`config.mk`:
```
export PLATFORM = sky130hd
export DESIGN_NAME = clk_policy_ctrl
export DESIGN_NICKNAME = d
export VERILOG_FILES = /design/src/rtl/clk_policy_ctrl.sv
export SDC_FILE = /design/constraint.sdc
export NUM_CORES = 1
export LEC_CHECK = 0
export BUFFER_PORTS_ARGS = -buffer_cell sky130_fd_sc_hd__buf_4
export CELL_PAD_IN_SITES_DETAIL_PLACEMENT = 0
export CELL_PAD_IN_SITES_GLOBAL_PLACEMENT = 1
export CORE_UTILIZATION = 35
export DETAILED_ROUTE_END_ITERATION = 16
export GPL_TIMING_DRIVEN = 1
export HOLD_SLACK_MARGIN = 0.03
export MAX_ROUTING_LAYER = met4
export PLACE_DENSITY = 0.73
export SLEW_MARGIN = 20
export SYNTH_ARGS = -nofsm -noshare
export SYNTH_HDL_FRONTEND = slang
export SYNTH_SLANG_ARGS = --single-unit
export TNS_END_PERCENT = 10
```
`constraint.sdc`:
```
create_clock -name clk -period 2.6 [get_ports clk]
set_input_delay 0.65 -clock clk [delete_from_list [all_inputs] [get_ports clk]]
set_output_delay 0.65 -clock clk [all_outputs]
set_load 0.02 [all_outputs]
```
`src/rtl/clk_policy_ctrl.sv`:
```
module clk_policy_ctrl #(
  parameter int NUM_CLK = 16,
  parameter int POL_W = 2,
  parameter int ADDR_W = 4,
  parameter int DATA_W = 32,
  parameter logic [DATA_W-1:0] KEY = 32'hC10C_4B1D
) (
  input  logic               clk,
  input  logic               rst_n,
  input  logic               we,
  input  logic [ADDR_W-1:0]  addr,
  input  logic [DATA_W-1:0]  wdata,
  output logic [DATA_W-1:0]  rdata,
  input  logic [POL_W-1:0]   pol_sel,
  output logic [NUM_CLK-1:0] clk_en
);
  localparam int NUM_POL = 1 << POL_W;
  localparam int MASK_BASE = 2;
  localparam logic [ADDR_W-1:0] A_ACC = '0;
  localparam logic [ADDR_W-1:0] A_CTL = ADDR_W'(1);
  localparam int B_HALT = 0;
  localparam int B_GO = 1;
  localparam int B_MODE_A = 2;
  localparam int B_MODE_B = 3;
  localparam int B_ERR = 4;

  logic                             unlocked_q;
  logic                             halted_q;
  logic                             err_q;
  logic [NUM_POL-1:0][NUM_CLK-1:0]  mask_q;

  logic [ADDR_W-1:0] moff;
  logic [POL_W-1:0]  midx;
  logic              is_mask, wr_ok, go_ok;

  assign moff    = addr - ADDR_W'(MASK_BASE);
  assign midx    = moff[POL_W-1:0];
  assign is_mask = (addr >= ADDR_W'(MASK_BASE)) && (moff < ADDR_W'(NUM_POL));
  assign wr_ok   = we && unlocked_q;
  assign go_ok   = wdata[B_GO] && (wdata[B_MODE_A] || wdata[B_MODE_B]);

  always_ff @(posedge clk or negedge rst_n) begin
    if (!rst_n) begin
      unlocked_q <= 1'b0;
      halted_q   <= 1'b0;
      err_q      <= 1'b0;
      mask_q     <= '1;
      clk_en     <= '1;
    end else begin
      if (we && addr == A_ACC)
        unlocked_q <= (wdata == KEY);
      if (wr_ok && addr == A_CTL) begin
        if (go_ok)
          halted_q <= 1'b0;
        else if (wdata[B_HALT])
          halted_q <= 1'b1;
        if (wdata[B_ERR])
          err_q <= 1'b0;
      end
      if (wr_ok && is_mask) begin
        if (halted_q)
          mask_q[midx] <= wdata[NUM_CLK-1:0];
        else
          err_q <= 1'b1;
      end
      if (!halted_q)
        clk_en <= mask_q[pol_sel];
    end
  end

  always_comb begin
    rdata = '0;
    if (addr == A_ACC)
      rdata[0] = unlocked_q;
    else if (addr == A_CTL) begin
      rdata[B_HALT] = halted_q;
      rdata[B_ERR]  = err_q;
    end else if (is_mask)
      rdata[NUM_CLK-1:0] = mask_q[midx];
  end

  logic unused_wbits;
  assign unused_wbits = ^wdata;
endmodule

```
# Word-level counts from Yosys, hierarchy flattened
# Cells that the tools add are included.
[totals]
output_inout_bits = 48
regBits = 83
in_bits = 41
word_cells = 48
[op_classes]
mux = 20
add_sub_neg = 1
reduce_logical = 12
n_eq_ne = 2
magnitude_cmp = 5
[op_table]
columns = ["op", "count"]
rows = [
  ["16-bit binary-select mux with 2-bit select", 2],
  ["64-bit bitwise mux", 1],
  ["16-bit two-way mux", 4],
  ["16-bit demux with 2-bit select", 1],
  ["32-bit equality test, second input constant", 1],
  ["15-bit two-way mux", 1],
  ["11-bit two-way mux", 1],
  ["1-bit two-way mux", 9],
  ["1-bit logical AND", 7],
  ["2-bit by 3-bit less-than comparator with 1-bit output, second input constant", 2],
  ["4-bit by 1-bit equality test with 1-bit output, second input constant", 1],
  ["4-bit by 2-bit greater-or-equal comparator with 1-bit output, second input constant", 1],
  ["4-bit zero test", 1],
  ["4-bit by 3-bit less-than comparator with 1-bit output, second input constant", 1],
  ["2-bit AND reduction", 2],
  ["4-bit by 2-bit subtractor with 4-bit output, second input constant", 1],
  ["3-bit two-way mux", 1],
  ["2-bit by 1-bit greater-or-equal comparator with 1-bit output, second input constant", 1],
  ["2-bit nonzero test", 1],
  ["1-bit logical OR", 1],
]

# Logic depth before layout (Yosys ltp)
# Gate-level depths: netlist (run 1).
[depth]
ltp_word = 6
depth_mapped = 8
ltp_nobuf = 6

# Worst setup path before layout (run 1)
# Ideal clock, no wire load.
[synth_path]
kind = "input port to output port"
from = "in addr[0]"
to = "out rdata[0]"
arrival_time_ns = 1.908
n_path_buf = 2
setup_slack_ns = 0.042
cell_stages = 5
t_required_ns = 1.950
path_cell_list = "buf_2 buf_4 nor4_1 a21oi_1 a21oi_1"
[synth_via]
elab_chain_cells = 6
elab_cells_between_ends = 11
cone_classes = "add/sub (1); order compare (2); eq/ne (1); mux (5); reduce/logical (2)"
[synth_lines]
columns = ["item", "line", "text"]
rows = [
  ["from (decl)", "11", "input logic [ADDR_W-1:0] addr,"],
  ["4-bit by 2-bit subtractor with 4-bit output", "36", "assign moff = addr - ADDR_W'(MASK_BASE);"],
  ["4-bit by 3-bit less-than comparator with 1-bit output or 16-bit binary-select mux with 2-bit select (tied branches)", "38, 79", ""],
  ["1-bit logical AND or 16-bit two-way mux (tied branches)", "38, 79", ""],
  ["16-bit two-way mux", "78", "end else if (is_mask)"],
  ["1-bit two-way mux", "75", "else if (addr == A_CTL) begin"],
  ["1-bit two-way mux *", "73", "if (addr == A_ACC)"],
  ["to (decl)", "13", "output logic [DATA_W-1:0] rdata,"],
]
# Mark *: on every way between the ends. The rest lies on a longest branch, timed or not. The select of a mux whose other input is x is not followed.

# Final worst setup path (run 1)
[layout_path]
from = "in addr[1]"
to = "out rdata[5]"
[layout_via]
elab_chain_cells = 6
elab_cells_between_ends = 11
cone_classes = "add/sub (1); order compare (2); eq/ne (1); mux (5); reduce/logical (2)"
[layout_lines]
columns = ["item", "line"]
rows = [
  ["4-bit by 2-bit subtractor with 4-bit output", "36"],
  ["4-bit by 3-bit less-than comparator with 1-bit output or 16-bit binary-select mux with 2-bit select (tied branches)", "38, 79"],
  ["1-bit logical AND or 16-bit two-way mux (tied branches)", "38, 79"],
  ["16-bit two-way mux", "78"],
  ["11-bit two-way mux", "75"],
  ["15-bit two-way mux *", "73"],
]
# Marks and branches as above.

==> results of run 1 <==
-- routing by layer --
layer	global-route usage (%)	share of wire [%]	vias to the layer above
met5	-	0	-
met1	23.3	46	1492
met3	4.00	4.0	16
met4	5.73	1.6	0
met2	27.3	49	78
li1	-	-	1233
-- final cells by class --
type	count	area share (%)
clock buffer	12	4.41
clock inverter	4	0.470
multi-input combinational	189	39.3
timing repair buffer	91	12.9
tap	172	3.85
inverter	2	0.134
sequential	83	38.9
-- worst max-delay path: stages --
cell,delay [ns]
buf_4,0.12
inv_1,0.06
ha_1,0.22
xnor2_2,0.20
nand3_2,0.12
buf_4,0.20
nor2b_1,0.14
buf_4,0.15
-- registers in the layout, summed over array words and instances, names as in the netlist --
| signal | cells |
|---|---|
| unlocked_q | 1 |
| halted_q | 1 |
| mask_q | 64 |
| err_q | 1 |
| clk_en | 16 |
-- cell families after synthesis --
family | after synthesis
AOI/OAI and AO/OA | 10
xor gates and xnor gates | 1
adders and majority gates | 2
buffers and inverters | 36
DFF | 83
muxes | 112
other | 1
and+or+nand+nor | 48
-- worst paths after layout --
path / startpoint / endpoint / slack (ns) / depth (start not counted)
setup reg to reg: unlocked_q / mask_q[44] / 0.68 / 4
hold / removal: rst_n / halted_q / 0.22 / 1
setup / recovery: addr[1] / rdata[5] / 0.08 / 8
min in group clk: err_q / err_q / 0.53 / 1
hold reg to reg: err_q / err_q / 0.53 / 1
max in group asynchronous: rst_n / clk_en[14] / 1.71 / 2
-- placed cells by master, fill, tap and decap left out, drive strengths merged, types with 2 or more instances in the layout --
master  count
nand3       3
inv         2
or3         2
ha          2
clkbuf     12
mux2       80
nor2        5
nand4b      2
o21ai       2
clkinv      3
conb       16
nor4        4
nor2b      16
a21oi       4
dfstp      80
and3        3
buf        91
nand2       6
mux4       32
dfrtp       3
-- power by group through the flow --
stage | Combinational [mW] | Sequential, mW | Clock (mW)
after floorplan | 0.106 | 1.32 | 0
after global placement | 0.214 | 1.32 | 0
after detailed placement | 0.219 | 1.32 | 0
after CTS | 0.221 | 1.30 | 1.22
after global routing | 0.243 | 1.30 | 1.27
final | 0.222 | 1.30 | 1.19
-- synth_stat cells, types with 2 or more instances --
cell / n / area share [%]
inv_1: 2 / 0.16
nand2_1: 6 / 0.49
nand4b_1: 2 / 0.38
clkbuf_1: 5 / 0.41
dfstp_2: 80 / 46
nor4_1: 4 / 0.55
mux4_2: 32 / 16
mux2_4: 28 / 9.2
nand3_1: 2 / 0.22
mux2_2: 52 / 13
nor2_1: 4 / 0.33
nor2b_1: 16 / 2.2
a21oi_1: 4 / 0.44
or3_1: 2 / 0.27
ha_1: 2 / 0.55
buf_4: 17 / 2.8
dfrtp_1: 3 / 1.6
buf_2: 5 / 0.55
and3_1: 3 / 0.41
buf_12: 2 / 0.87
buf_6: 4 / 0.98
-- what timing repair did --
item	in CTS	in global routing
gates cloned	0	0
gates resized for setup	0	4
setup buffers	1	1
pin swaps	1	1
setup endpoints to repair	9	15
==> metrics.md, run 1 <==
| Metric | Value |
|---|---|
| Status | finished clean |
| Total GRT Usage | 17.8% |
| Synth Area in Compound Gates | 1.39% |
| Critical Path Sink Type | output pin |
| Slew headroom | 41.7% |
| Largest net degree at the start of global routing | 60 |
| Leakage | 2.36 nW |
| Cell area after synthesis | 4580 µm² |
| Core Util, Final | 44.1% |
| Xor and xnor area share after synthesis | 0.355% |
| Post-synthesis adder-cell area fraction | 0.547% |
| Crit Path Class | input pin to output pin |
| Psw | 0.651 mW |
| Num CTS Buffers | 9 |
| Tightest Pin Transition | 0.873 ns |
| DR pass1 iterations | 4 |
| NumNets Final | 419 |
| Antenna Nets Post-Route | 0 |
| Sequential area share after synthesis | 47.6% |
| DP Area | 5290 µm² |
| Routed WL per cell | 19.0 µm |
| Pwr Total | 2.71 mW |
| YS warnings | 0 |
| Worst EP arrival | 1.87 ns |
| Root Buffer | clkbuf_16 |
| Number of buffers added on ports | 72 |
| Post-Route WL | 10.5 mm |
| Maximum vdd drop | 0.000369 V |
| Vias after detailed routing | 2,819 |
| Post-DP HPWL | 7.31 mm |
| Final setup violation count | 0 |
| Clk sink count | 83 |
| Area of the core | 12,700 µm² |
| Worst-Skew Late Latency | 0.34 ns |
| Seq pwr share | 47.9% |
| 1st-iter DRT viols | 121 |
| Syn avg cell area | 15.6 µm² |
| Min Tclk post-route | 2.52 ns |
| Hold Crit Class | input pin to async pin |
| Gpl congestion | 0.788 |
| Fin Setup TNS | 0 ns |
| EDFF count, synth | 0 |
| RSZ-0062 raised after global routing | true |
| Synth async-reset ratio | 100% |
| Final Hold Viols | 0 |
| Max-Cap Viols | 0 |
| CTS tree | built |
| Hold WS | 0.221 ns |
| Clock Tree Buf Depth | 2 |
| Clock power frac | 44.0% |
| Slew Limit Fails | 0 |
| Post-synthesis mux area share | 37.7% |
| Placed cell count | 535 |
| FP Rows | 41 |
| Seq cells post-synth | 83 |
| Crit share post-route | 97.0% |
| Area Overhead vs Synth | 22.2% |
| Reg area | 2180 µm² |
| Power Internal | 2.06 mW |
| CTS HTree Levels | 3 |
| Die width | 116 µm |
| F_max | 396 MHz |
| Number of global-route vias before repair | 3,010 |
| Clk slew on worst S/H paths | 0.06 ns |
| Die Ht | 116 µm |
| Synth cell types | 39 |
| Worst path required time | 1.95 ns |
| Area occupied by multi-input gates | 2200 µm² |
| Grt ovf | 0 |
| CP startpoint kind | input pin |
| Total die area | 13,500 µm² |
| Crit path max fanout | 9 |
| Layout cells sized above 1 | 80.1% |
| Fin area | 5590 µm² |
| Dpl ws | -0.0291 ns |
| Sw Share | 24.0% |
| Starting Density | 36.1% |
| Initial antenna violation count | 0 |
| Post-synth top flop | dfstp_2 |
| DRC Markers | 0 |
| Gate power share | 8.2% |
| DR vias/cell | 5.10 |
| Cell Pwr Density | 485 nW/µm² |
| First-pass GRT wire length | 17.1 mm |
| Setup ws final | 0.0775 ns |
| Synth Instances | 293 |
| FILL cells | 1,157 |
| # IOs | 89 |
| Simple-Gate Fraction of Synth Area | 6.48% |
| Largest family of logic cells by synthesized area | multiplexers |
| Clock Skews | 0.00596 ns |
| CTS Hold Bufs | 0 |
| Non-Filler Instances | 553 |
| # diodes | 0 |
Power figures use the tool's default switching activity.
==> run 2, diff against run 1 <==
CTS_CLUSTER_SIZE = 28   (was default)
SETUP_SLACK_MARGIN = 0.15   (was default)
==> metrics.md, run 2 (synthesis results as in run 1) <==
| Metric | Value |
|---|---|
| Status | finished clean (unchanged) |
| Reg with most FFs | mask_q (unchanged) |
| Tightest Pin Transition | 0.692 ns (was 0.873 ns) |
| Area Overhead vs Synth | 26.0% (was 22.2%) |
| Most frequent cells in the layout | buf_4 (85), dfstp_2 (80), mux2_2 (52) (was buf_4 (88), dfstp_2 (80), mux2_2 (52)) |
| Total die area | 13,500 µm² (unchanged) |
| 1st-iter DRT viols | 35 (was 121) |
| Crit path cell chain | buf_6 > inv_2 > ha_4 > xnor2_2 > buf_4 > o211a_1 > nand2_1 > a21oi_2 > buf_4 (was buf_4 > inv_1 > ha_1 > xnor2_2 > nand3_2 > buf_4 > nor2b_1 > buf_4) |
| Slew headroom | 53.9% (was 41.7%) |
| Maximum vdd drop | 0.000276 V (was 0.000369 V) |
| RSZ-0062 raised after global routing | true (unchanged) |
| Hold Crit Class | input pin to async pin (unchanged) |
| Area of the core | 12,700 µm² (unchanged) |
| Critical R2R Launch | unlocked_q (unchanged) |
| Most common cell after layout, fill and taps aside | buf_4 (unchanged) |
| Cell Pwr Density | 502 nW/µm² (was 485 nW/µm²) |
| Core Util, Final | 45.5% (was 44.1%) |
| Layout cells sized above 1 | 82.6% (was 80.1%) |
| Most common cell type on the critical path | buf_4 (unchanged) |
| Slew Limit Fails | 0 (unchanged) |
| NumNets Final | 423 (was 419) |
| Crit share post-route | 95.5% (was 97.0%) |
| CTS tree | built (unchanged) |
| Die width | 116 µm (unchanged) |
| Num CTS Buffers | 9 (unchanged) |
| Die Ht | 116 µm (unchanged) |
| # diodes | 0 (unchanged) |
| # IOs | 89 (unchanged) |
| Antenna Nets Post-Route | 0 (unchanged) |
| Worst R2R End | mask_q[5] (was mask_q[44]) |
| Worst path max stage delay | 0.19 ns (was 0.22 ns) |
| Vias after detailed routing | 2,804 (was 2,819) |
| DRC Markers | 0 (unchanged) |
| Crit path max fanout | 5 (was 9) |
| Max-Cap Viols | 0 (unchanged) |
| Post-Route WL | 10.5 mm (about the same) |
| Fin area | 5770 µm² (was 5590 µm²) |
| Largest net degree at the start of global routing | 52 (was 60) |
| Starting Density | 36.1% (unchanged) |
| Clk slew on worst S/H paths | 0.06 ns (about the same) |
| First-pass GRT wire length | 16.7 mm (was 17.1 mm) |
| Critical Path Sink Type | output pin (unchanged) |
| Worst path required time | 1.95 ns (about the same) |
| Initial antenna violation count | 0 (unchanged) |
| Max FFs per register | 64 (unchanged) |
| DR pass1 iterations | 4 (unchanged) |
| FP Rows | 41 (unchanged) |
| CP startpoint kind | input pin (unchanged) |
| Routed WL per cell | 18.9 µm (was 19.0 µm) |
| Grt ovf | 0 (unchanged) |
| CTS HTree Levels | 3 (unchanged) |
| Reg2Reg Depth | 5 (was 4) |
| Number of global-route vias before repair | 2,987 (was 3,010) |
| Worst-Skew Late Latency | 0.33 ns (was 0.34 ns) |
| Leakage | 2.42 nW (was 2.36 nW) |
| DP Area | 5300 µm² (was 5290 µm²) |
| Worst EP arrival | 1.83 ns (was 1.87 ns) |
| CTS Hold Bufs | 0 (unchanged) |
| R2R setup slack | 0.89 ns (was 0.68 ns) |
| F_max | 403 MHz (was 396 MHz) |
| Number of buffers added on ports | 72 (unchanged) |
| Crit path from | addr[1] (unchanged) |
| Worst setup endpoint | rdata[0] (was rdata[5]) |
| Slowest-stage cell, CP | o211a_1 (was ha_1) |
| Clock Skews | 0.00512 ns (was 0.00596 ns) |
| Crit Path Class | input pin to output pin (unchanged) |
| Final Hold Viols | 0 (unchanged) |
| Clock Tree Buf Depth | 2 (unchanged) |
| Gpl congestion | 0.797 (was 0.788) |
| Root Buffer | clkbuf_16 (unchanged) |
| Post-DP HPWL | 7.14 mm (was 7.31 mm) |
| Min Tclk post-route | 2.48 ns (was 2.52 ns) |
| Total GRT Usage | 17.2% (was 17.8%) |
| Final setup violation count | 0 (unchanged) |
| Biggest regs | mask_q x64, clk_en x16 (unchanged) |
| FILL cells | 1,127 (was 1,157) |
| Clk sink count | 83 (unchanged) |
| DR vias/cell | 5.04 (was 5.10) |
==> run 2: cell types whose count changed in the layout (fill, tap and decap cells not counted), moves of 2 or more <==
cell	change
buf_4	-3
nor2b_4	+2
bufinv_16	+2
nor2b_1	-3
inv_1	-2
buf_6	+4
==> run 2: worst min path at each step <==
stage          startpoint  endpoint  slack (ns)  depth (start not counted)
3_3_place_gp        err_q     err_q        0.50                          1
4_1_cts             rst_n  halted_q        0.39                          1
2_1_floorplan       rst_n     err_q        0.35                          0
3_5_place_dp        err_q     err_q        0.49                          1
5_1_grt             rst_n  halted_q        0.42                          1
6_report            rst_n  halted_q        0.38                          1
==> run 2: layout make-up <==
| type | instances | area [µm²] | share of cell area [%] |
|---|---|---|---|
| clock buffer | 10 | 229 | 3.97 |
| sequential | 83 | 2180 | 37.7 |
| timing repair buffer | 95 | 806 | 14.0 |
| inverter | 2 | 10.0 | 0.174 |
| tap | 172 | 215 | 3.73 |
| clock inverter | 5 | 78.8 | 1.37 |
| multi-input combinational | 189 | 2250 | 39.0 |
==> run 2: power by group <==
group	switching, mW	total, mW	internal [mW]
Sequential	0.0000000000339	1.30	1.30
Clock	0.508	1.34	0.835
Combinational	0.142	0.256	0.114
==> run 2: what timing repair did <==
item,4_1_cts,5_1_grt
endpoints found under the setup margin,16,32
cloned,1,0
pin swaps,5,0
buffers inserted,5,1
gates resized for setup,22,1
==> run 2: worst max-delay path: cells and delay by family <==
family	cells	cell delay, ns
compound gates	2	0.32
xor+xnor	1	0.16
fa+ha+maj	1	0.16
buf+inv	4	0.44
simple gates	1	0.09
==> run 2: routing by layer <==
| layer | wire length, µm | vias to the layer above | global-route usage [%] |
|---|---|---|---|
| li1 | - | 1240 | - |
| met1 | 4810 | 1478 | 23.1 |
| met2 | 5160 | 79 | 26.7 |
| met3 | 450 | 7 | 3.43 |
| met4 | 82 | 0 | 4.02 |
| met5 | 0 | - | - |
==> run 2: per-stage QoR <==
stage / setup TNS (ns) / hold slack [ns] / instances / power, mW / setup slack (ns)
after floorplan: 0 / 0.354 / 308 / 1.42 / 0.136
after global placement: 0 / 0.505 / 534 / 1.53 / 0.0167
after detailed placement: -0.00205 / 0.493 / 534 / 1.53 / -0.00205
after CTS: 0 / 0.387 / 555 / 2.93 / 0.144
after global routing: 0 / 0.420 / 556 / 3.00 / 0.0192
final: 0 / 0.376 / 556 / 2.90 / 0.117
